--- config.mk ---
export PLATFORM = sky130hd
export DESIGN_NAME = dir_ctrl
export DESIGN_NICKNAME = d
export VERILOG_FILES = /design/src/rtl/dir_pkg.sv /design/src/rtl/dir_entry_store.sv /design/src/rtl/dir_ack_tracker.sv /design/src/rtl/dir_msg_fmt.sv /design/src/rtl/dir_ctrl.sv
export SDC_FILE = /design/constraint.sdc
export NUM_CORES = 1
export LEC_CHECK = 0
export CAP_MARGIN = 40
export CELL_PAD_IN_SITES_DETAIL_PLACEMENT = 1
export CELL_PAD_IN_SITES_GLOBAL_PLACEMENT = 1
export CORE_MARGIN = 4
export CORE_UTILIZATION = 46
export CTS_CLUSTER_SIZE = 30
export DETAILED_ROUTE_END_ITERATION = 10
export PLACE_DENSITY_LB_ADDON = 0.1
export RECOVER_POWER = 50
export SLEW_MARGIN = 20
export SYNTH_ARGS = -nofsm -noshare
export SYNTH_HDL_FRONTEND = slang
export SYNTH_SLANG_ARGS = --single-unit
--- constraint.sdc ---
create_clock -name clk_i -period 4.49 [get_ports clk_i]
set_clock_uncertainty 0.1 [all_clocks]
set_input_delay 0.898 -clock clk_i [delete_from_list [all_inputs] [get_ports clk_i]]
set_output_delay 0.898 -clock clk_i [all_outputs]
set_load 0.05 [all_outputs]
--- src/rtl/dir_pkg.sv ---
package dir_pkg;
  typedef enum logic [1:0] {DS_INV = 2'd0, DS_SHR = 2'd1, DS_MOD = 2'd2} dstate_e;
  typedef enum logic [1:0] {RQ_READ = 2'd0, RQ_WRITE = 2'd1, RQ_EVICT = 2'd2, RQ_WBACK = 2'd3} rq_e;
  typedef enum logic [2:0] {
    MT_NONE = 3'd0, MT_GNT_S = 3'd1, MT_GNT_M = 3'd2, MT_INV = 3'd3,
    MT_FWD = 3'd4, MT_RECALL = 3'd5, MT_ACK = 3'd6
  } mt_e;
  typedef enum logic [1:0] {PK_GNT_M = 2'd0, PK_GNT_S = 2'd1, PK_VICTIM = 2'd2} pend_e;
  typedef enum logic {FS_IDLE = 1'b0, FS_WAIT = 1'b1} fsm_e;
  localparam int unsigned CTRL_BYTES = 8;
  localparam int unsigned DATA_BYTES = 72;
endpackage

--- src/rtl/dir_entry_store.sv ---
module dir_entry_store
  import dir_pkg::*;
#(
  parameter int unsigned NUM_CORES = 4,
  parameter int unsigned BLK_W     = 3,
  localparam int unsigned NUM_BLKS = 1 << BLK_W
) (
  input  logic                 clk_i,
  input  logic                 rst_ni,
  input  logic [BLK_W-1:0]     rd_blk_i,
  output dstate_e              rd_state_o,
  output logic [NUM_CORES-1:0] rd_sharers_o,
  input  logic                 wr_en_i,
  input  logic [BLK_W-1:0]     wr_blk_i,
  input  dstate_e              wr_state_i,
  input  logic [NUM_CORES-1:0] wr_sharers_i
);
  dstate_e              st_arr [NUM_BLKS];
  logic [NUM_CORES-1:0] sh_arr [NUM_BLKS];

  for (genvar g = 0; g < NUM_BLKS; g++) begin : g_ent
    dstate_e              st_q;
    logic [NUM_CORES-1:0] sh_q;
    always_ff @(posedge clk_i or negedge rst_ni) begin
      if (!rst_ni) begin
        st_q <= DS_INV;
        sh_q <= '0;
      end else if (wr_en_i && (wr_blk_i == BLK_W'(g))) begin
        st_q <= wr_state_i;
        sh_q <= wr_sharers_i;
      end
    end
    assign st_arr[g] = st_q;
    assign sh_arr[g] = sh_q;
  end

  assign rd_state_o   = st_arr[rd_blk_i];
  assign rd_sharers_o = sh_arr[rd_blk_i];
endmodule

--- src/rtl/dir_ack_tracker.sv ---
module dir_ack_tracker #(
  parameter int unsigned NUM_CORES = 4,
  localparam int unsigned CORE_W = (NUM_CORES > 1) ? $clog2(NUM_CORES) : 1,
  localparam int unsigned CNT_W  = $clog2(NUM_CORES + 1)
) (
  input  logic                 clk_i,
  input  logic                 rst_ni,
  input  logic                 load_i,
  input  logic [NUM_CORES-1:0] load_mask_i,
  input  logic                 ack_valid_i,
  input  logic [CORE_W-1:0]    ack_core_i,
  output logic [CNT_W-1:0]     cnt_o,
  output logic [NUM_CORES-1:0] pend_o
);
  logic [CNT_W-1:0]     cnt_q, load_cnt;
  logic [NUM_CORES-1:0] pend_q;
  logic                 hit;

  always_comb begin
    load_cnt = '0;
    for (int i = 0; i < NUM_CORES; i++) load_cnt = load_cnt + CNT_W'(load_mask_i[i]);
  end

  assign hit = ack_valid_i && pend_q[ack_core_i];

  always_ff @(posedge clk_i or negedge rst_ni) begin
    if (!rst_ni) begin
      cnt_q  <= '0;
      pend_q <= '0;
    end else if (load_i) begin
      cnt_q  <= load_cnt;
      pend_q <= load_mask_i;
    end else if (hit) begin
      cnt_q              <= cnt_q - CNT_W'(1);
      pend_q[ack_core_i] <= 1'b0;
    end
  end

  assign cnt_o  = cnt_q;
  assign pend_o = pend_q;
endmodule

--- src/rtl/dir_msg_fmt.sv ---
module dir_msg_fmt
  import dir_pkg::*;
#(
  parameter int unsigned BYTES_W = 7
) (
  input  logic               valid_i,
  input  logic [2:0]         type_i,
  output logic [BYTES_W-1:0] bytes_o
);
  logic carries_data;
  assign carries_data = (type_i == MT_GNT_S) || (type_i == MT_GNT_M);

  always_comb begin
    if (!valid_i)          bytes_o = '0;
    else if (carries_data) bytes_o = BYTES_W'(DATA_BYTES);
    else                   bytes_o = BYTES_W'(CTRL_BYTES);
  end
endmodule

--- src/rtl/dir_ctrl.sv ---
module dir_ctrl
  import dir_pkg::*;
#(
  parameter int unsigned NUM_CORES = 4,
  parameter int unsigned BLK_W     = 3,
  localparam int unsigned CORE_W = (NUM_CORES > 1) ? $clog2(NUM_CORES) : 1
) (
  input  logic                 clk_i,
  input  logic                 rst_ni,
  input  logic                 req_valid_i,
  output logic                 req_ready_o,
  input  logic [1:0]           req_type_i,
  input  logic [CORE_W-1:0]    req_core_i,
  input  logic [BLK_W-1:0]     req_blk_i,
  input  logic                 vic_valid_i,
  output logic                 vic_ready_o,
  input  logic [BLK_W-1:0]     vic_blk_i,
  output logic                 vic_done_o,
  input  logic                 ack_valid_i,
  input  logic [CORE_W-1:0]    ack_core_i,
  output logic                 msg_valid_o,
  output logic [2:0]           msg_type_o,
  output logic [NUM_CORES-1:0] msg_dest_o,
  output logic [BLK_W-1:0]     msg_blk_o,
  output logic [6:0]           msg_bytes_o
);
  localparam int unsigned CNT_W = $clog2(NUM_CORES + 1);

  fsm_e                 fsm_q, fsm_d;
  pend_e                pkind_q, pkind_d;
  logic [BLK_W-1:0]     pblk_q;
  logic [NUM_CORES-1:0] preq_q, pkeep_q, pkeep_d;

  logic                 rq_fire, vc_fire;
  logic [BLK_W-1:0]     rd_blk;
  dstate_e              ent_st, wr_st;
  logic [NUM_CORES-1:0] ent_sh, wr_sh, req_bit, others;
  logic                 wr_en;
  logic [BLK_W-1:0]     wr_blk;

  logic                 trk_load;
  logic [NUM_CORES-1:0] trk_mask, trk_pend;
  logic [CNT_W-1:0]     trk_cnt;
  logic                 trk_last;

  logic                 mv_d, mv_q, done_d, done_q;
  mt_e                  mt_d, mt_q;
  logic [NUM_CORES-1:0] md_d, md_q;
  logic [BLK_W-1:0]     mb_d, mb_q;

  assign vic_ready_o = (fsm_q == FS_IDLE);
  assign req_ready_o = (fsm_q == FS_IDLE) && !vic_valid_i;  // victims first
  assign rq_fire     = req_valid_i && req_ready_o;
  assign vc_fire     = vic_valid_i && vic_ready_o;
  assign rd_blk      = vic_valid_i ? vic_blk_i : req_blk_i;
  assign req_bit     = NUM_CORES'(1) << req_core_i;
  assign others      = ent_sh & ~req_bit;
  assign trk_last    = ack_valid_i && trk_pend[ack_core_i] && (trk_cnt == CNT_W'(1));

  dir_entry_store #(.NUM_CORES(NUM_CORES), .BLK_W(BLK_W)) u_store (
    .clk_i, .rst_ni,
    .rd_blk_i(rd_blk), .rd_state_o(ent_st), .rd_sharers_o(ent_sh),
    .wr_en_i(wr_en), .wr_blk_i(wr_blk), .wr_state_i(wr_st), .wr_sharers_i(wr_sh)
  );

  dir_ack_tracker #(.NUM_CORES(NUM_CORES)) u_trk (
    .clk_i, .rst_ni,
    .load_i(trk_load), .load_mask_i(trk_mask),
    .ack_valid_i, .ack_core_i,
    .cnt_o(trk_cnt), .pend_o(trk_pend)
  );

  always_comb begin
    fsm_d    = fsm_q;
    pkind_d  = pkind_q;
    pkeep_d  = '0;
    wr_en    = 1'b0;
    wr_blk   = rd_blk;
    wr_st    = ent_st;
    wr_sh    = ent_sh;
    trk_load = 1'b0;
    trk_mask = '0;
    mv_d     = 1'b0;
    mt_d     = MT_NONE;
    md_d     = '0;
    mb_d     = rd_blk;
    done_d   = 1'b0;
    unique case (fsm_q)
      FS_IDLE: begin
        if (vc_fire) begin
          if (ent_sh == '0) begin
            done_d = 1'b1;
            wr_en  = 1'b1;
            wr_st  = DS_INV;
          end else begin
            mv_d = 1'b1; mt_d = MT_RECALL; md_d = ent_sh;
            trk_load = 1'b1; trk_mask = ent_sh;
            pkind_d = PK_VICTIM; fsm_d = FS_WAIT;
          end
        end else if (rq_fire) begin
          unique case (rq_e'(req_type_i))
            RQ_READ: begin
              if (ent_st == DS_MOD && others != '0) begin
                mv_d = 1'b1; mt_d = MT_FWD; md_d = ent_sh;
                trk_load = 1'b1; trk_mask = ent_sh;
                pkind_d = PK_GNT_S; pkeep_d = ent_sh; fsm_d = FS_WAIT;
              end else if (ent_st == DS_MOD) begin
                mv_d = 1'b1; mt_d = MT_GNT_M; md_d = req_bit;
              end else begin
                wr_en = 1'b1; wr_st = DS_SHR; wr_sh = ent_sh | req_bit;
                mv_d = 1'b1; mt_d = MT_GNT_S; md_d = req_bit;
              end
            end
            RQ_WRITE: begin
              if (others == '0) begin
                wr_en = 1'b1; wr_st = DS_MOD; wr_sh = req_bit;
                mv_d = 1'b1; mt_d = MT_GNT_M; md_d = req_bit;
              end else begin
                mv_d = 1'b1; mt_d = MT_INV; md_d = others;
                trk_load = 1'b1; trk_mask = others;
                pkind_d = PK_GNT_M; fsm_d = FS_WAIT;
              end
            end
            RQ_EVICT: begin
              wr_en = 1'b1; wr_sh = others;
              wr_st = (others == '0) ? DS_INV : ent_st;
              mv_d = 1'b1; mt_d = MT_ACK; md_d = req_bit;
            end
            RQ_WBACK: begin
              wr_en = 1'b1; wr_st = DS_INV; wr_sh = '0;
              mv_d = 1'b1; mt_d = MT_ACK; md_d = req_bit;
            end
            default: ;
          endcase
        end
      end
      FS_WAIT: begin
        if (trk_last) begin
          fsm_d  = FS_IDLE;
          wr_en  = 1'b1;
          wr_blk = pblk_q;
          mb_d   = pblk_q;
          unique case (pkind_q)
            PK_GNT_M: begin
              wr_st = DS_MOD; wr_sh = preq_q;
              mv_d = 1'b1; mt_d = MT_GNT_M; md_d = preq_q;
            end
            PK_GNT_S: begin
              wr_st = DS_SHR; wr_sh = pkeep_q | preq_q;
              mv_d = 1'b1; mt_d = MT_GNT_S; md_d = preq_q;
            end
            default: begin
              wr_st = DS_INV; wr_sh = '0; done_d = 1'b1;
            end
          endcase
        end
      end
      default: fsm_d = FS_IDLE;
    endcase
  end

  always_ff @(posedge clk_i or negedge rst_ni) begin
    if (!rst_ni) begin
      fsm_q   <= FS_IDLE;
      pkind_q <= PK_GNT_M;
      pblk_q  <= '0;
      preq_q  <= '0;
      pkeep_q <= '0;
      mv_q    <= 1'b0;
      mt_q    <= MT_NONE;
      md_q    <= '0;
      mb_q    <= '0;
      done_q  <= 1'b0;
    end else begin
      fsm_q  <= fsm_d;
      mv_q   <= mv_d;
      mt_q   <= mt_d;
      md_q   <= md_d;
      mb_q   <= mb_d;
      done_q <= done_d;
      if (trk_load) begin
        pkind_q <= pkind_d;
        pblk_q  <= rd_blk;
        preq_q  <= vc_fire ? '0 : req_bit;
        pkeep_q <= pkeep_d;
      end
    end
  end

  dir_msg_fmt #(.BYTES_W(7)) u_fmt (
    .valid_i(mv_q), .type_i(mt_q), .bytes_o(msg_bytes_o)
  );

  assign msg_valid_o = mv_q;
  assign msg_type_o  = mt_q;
  assign msg_dest_o  = md_q;
  assign msg_blk_o   = mb_q;
  assign vic_done_o  = done_q;
endmodule

==> impl_metrics.env <==
export IMPL_die_y_microns=109
export IMPL_dp_cells=686
export IMPL_finalSetupViolCount=0
export IMPL_synth_xor_area_share_pct=0.746
export IMPL_yosysTopAreaCell="dfrtp_1"
export IMPL_wl_met3_microns=755
export IMPL_synth_area_leaders="dfrtp_1 (43%), mux2_2 (8.9%), nand2_1 (4.4%)"
export IMPL_syn_instance_count=492
export IMPL_grt_ovfl_total=0
export IMPL_via_per_inst=5.98
export IMPL_cts_tree="done"
export IMPL_endpoint_kind="flip-flop"
export IMPL_fin_util_pct=57.0
export IMPL_antenna_cells=0
export IMPL_grt_max_degree=55
export IMPL_grt_first_pass_wirelength_microns=23400
export IMPL_wl_met2_microns=6570
export IMPL_synthDistinctLibCells=59
export IMPL_ios=38
export IMPL_syn_to_final_growth_pct=19.7
export IMPL_worstPathRequired_ns=4.63
export IMPL_ir_drop_uv=307
export IMPL_rows=36
export IMPL_drc=0
export IMPL_post_cts_buffers=0
export IMPL_yosys_warnings=0
export IMPL_drive_gt1_share_pct=22.0
export IMPL_fp_dieArea_sq_mm=0.0119
export IMPL_crit_arrival_ns=4.44
export IMPL_ctsHoldBuffers=0
export IMPL_fin_crit_ns=4.31
export IMPL_grt_pass1_vias=4408
export IMPL_synth_top_area_share_pct=43.2
export IMPL_synth_edf_count=0
export IMPL_synth_seq_area_share_pct=43.2
export IMPL_root_buffer="clkbuf_8"
export IMPL_fin_crit_sh_pct=95.9
export IMPL_drt_iter0_drc=256
export IMPL_drt_wirelength_per_cell_microns=20.5
export IMPL_first_pass_iters=5
export IMPL_wl_microns=14400
export IMPL_clk_path_buf_depth=2
export IMPL_netlist_area_sq_mm=0.00470
export IMPL_rsz0062_at_grt="false"
export IMPL_synth_mux_area_share_pct=12.0
export IMPL_ant_nets=0
export IMPL_synth_fa_ha_area_share_pct=1.49
export IMPL_cp_start_kind="primary input"
export IMPL_syn_area_per_cell_sq_um=9.55
export IMPL_reg2reg_depth=16
export IMPL_maxCapViolations=0
export IMPL_critical_path_slowest_cell="clkdlybuf4s50_1"
export IMPL_power_uw=2980
export IMPL_cts_sinks=81
export IMPL_stdcell_count=702
export IMPL_powerDensity_mw_per_mm2=531
export IMPL_relSlewSlack_pct=2.09
export IMPL_drv_slew=0
export IMPL_antenna_found_initial=0
export IMPL_cts_max_level=3
export IMPL_fillers=1145
export IMPL_whs_ns=0.389
export IMPL_worstMarginPinSlew_ns=1.47
export IMPL_ys_ff_latch=81
export IMPL_wl_met1_microns=6800
export IMPL_num_vias=4195
export IMPL_fmax_mhz=232
export IMPL_dp_hpwl_microns=11000
export IMPL_synth_ff_type="dfrtp_1"
export IMPL_leakage_uw=0.00252
export IMPL_fin_setup_tns_ns=0
export IMPL_slowest_delay_ns=0.56
export IMPL_die_w_microns=109
export IMPL_synth_top_family_by_area="compound AO/OA/AOI/OAI gates"
export IMPL_start_util_pct=47.6
export IMPL_cp_max_fo=7
export IMPL_core_area_sq_mm=0.00986
export IMPL_final_nets=586
export IMPL_synth_compound_area_share_pct=19.9
export IMPL_min_path_type="reg -> reg"
export IMPL_synthSimpleGateAreaFrac_pct=17.1
export IMPL_crit_chain="clkdlybuf4s50_1 -> buf_4 -> nand2_1 -> o22a_1 -> o221ai_1 -> a21oi_1 -> buf_4 -> nand4_1 -> nand4_2 -> nor2_1 -> nand2_1 -> a31oi_1 -> ha_1 -> inv_1 -> fa_1 -> inv_1 -> ha_1 -> nor2_1 -> a31oi_1"
export IMPL_routabilityCongestion=0.913
export IMPL_outcome="finished clean"
export IMPL_highest_layer="met4"
export IMPL_min_path_cells=2
export IMPL_clock_latency_ns=0.37
export IMPL_path_clk_slew_ns=0.08
export IMPL_async_reset_ff_share_pct=100
export IMPL_numCtsBuffers=9
export IMPL_port_buffers=32
export IMPL_grt_usage_pct=25.9
export IMPL_hold_viol_final=0
export IMPL_critPathKind="in -> reg"
-- kinds of logic (layout without fill, tap and decap cells) --
kind of cell    after synthesis  count (layout)
compound gates              133             133
other cells                   1               5
fa+ha+maj                     5               5
mux                          50              50
flops                        81              81
xor+xnor                      4               4
simple gates                172             172
buf+inv                      46             119
-- where the power goes --
group          internal, uW  switching (uW)  leakage [uW]
clock                   276             288     0.0000966
sequential             1010             196       0.00106
combinational           539             679       0.00137
total                  1820            1160       0.00252
-- state kept, by name, summed over array words and instances, names as in the netlist --
signal	count
msg_dest_o	4
pkind_q	2
vic_done_o	1
msg_type_o	3
pkeep_q	4
preq_q	4
msg_blk_o	3
u_store.g_ent.sh_q	32
pblk_q	3
u_store.g_ent.st_q	16
fsm_q	1
msg_valid_o	1
u_trk.pend_o	4
u_trk.cnt_o	3
-- worst paths after layout --
path                                                              to                                  from  slack, ns
worst max-delay path                      u_trk.cnt_o[1]$_DFFE_PN0P_                           vic_valid_i       0.18
worst min-delay path                          pkeep_q[1]$_DFFE_PN0P_                pkeep_q[1]$_DFFE_PN0P_       0.39
worst max register to register            u_trk.cnt_o[1]$_DFFE_PN0P_  u_store.g_ent[6].sh_q[3]$_DFFE_PN0P_       1.23
worst min register to register                pkeep_q[1]$_DFFE_PN0P_                pkeep_q[1]$_DFFE_PN0P_       0.39
max in group asynchronous                     pkind_q[1]$_DFFE_PN0P_                                rst_ni       1.50
min in group asynchronous       u_store.g_ent[6].sh_q[1]$_DFFE_PN0P_                                rst_ni       0.75
-- Yosys cell counts (all sizes together) (2+ instances only) --
library cell  number
dfrtp             81
nor2              56
nand2             55
mux2              38
a21oi             30
buf               24
o21ai             21
o22a              19
nand3             17
inv               14
mux2i             11
a31oi             10
nand2b             9
clkbuf             8
o22ai              8
nand4              7
nor2b              7
o221ai             7
o31ai              5
a31o               4
ha                 4
nand3b             4
o211ai             4
o32a               4
a21o               3
a221o              3
and3               3
nor3               3
xnor2              3
a211oi             2
and2               2
nor4               2
o21a               2
o311ai             2
or2                2
or3                2
-- timing repair --
item | CTS | global route
endpoints found under the hold margin | 0 | 0
gates resized for setup | 0 | 1
endpoints found under the setup margin | 0 | 1
-- final cells by class --
type	count	area [sq um]	share of cell area (%)
multi-input cells	369	2430	43.3
well taps	133	166	2.96
repair buffers	89	739	13.2
inverters	14	52.6	0.935
clock inverters	5	62.6	1.11
clock buffers	11	141	2.52
flip-flops and latches	81	2030	36.1
-- through the flow --
stage	area, sq um	setup slack [ns]
2_1_floorplan	4710	0.152
3_3_place_gp	5410	-0.0288
3_5_place_dp	5440	-0.150
4_1_cts	5640	0.197
5_1_grt	5620	0.0173
6_report	5620	0.184
-- routing by layer --
metal | vias up | global-route usage, %
met2 | 130 | 40.2
met5 | - | 0
met3 | 23 | 4.38
met4 | 0 | 8.48
li1 | 1931 | -
met1 | 2111 | 37.0
-- critical path, delay by kind of cell --
kind,cells,cell delay [ns]
compound gates,5,0.89
fa+ha+maj,3,0.77
buf+inv,5,1.03
simple gates,6,0.86
-- layout by cell type (no fill, tap or decap), types with 17 or more instances in the layout --
master and instances:
buf_4 56, o21ai_0 21, mux2_2 37, nand2_1 55
nor2_1 55, clkdlybuf4s50_1 23, nand3_1 17, o22a_1 19
dfrtp_1 81, a21oi_1 29
(Power assumes the default switching activity.)
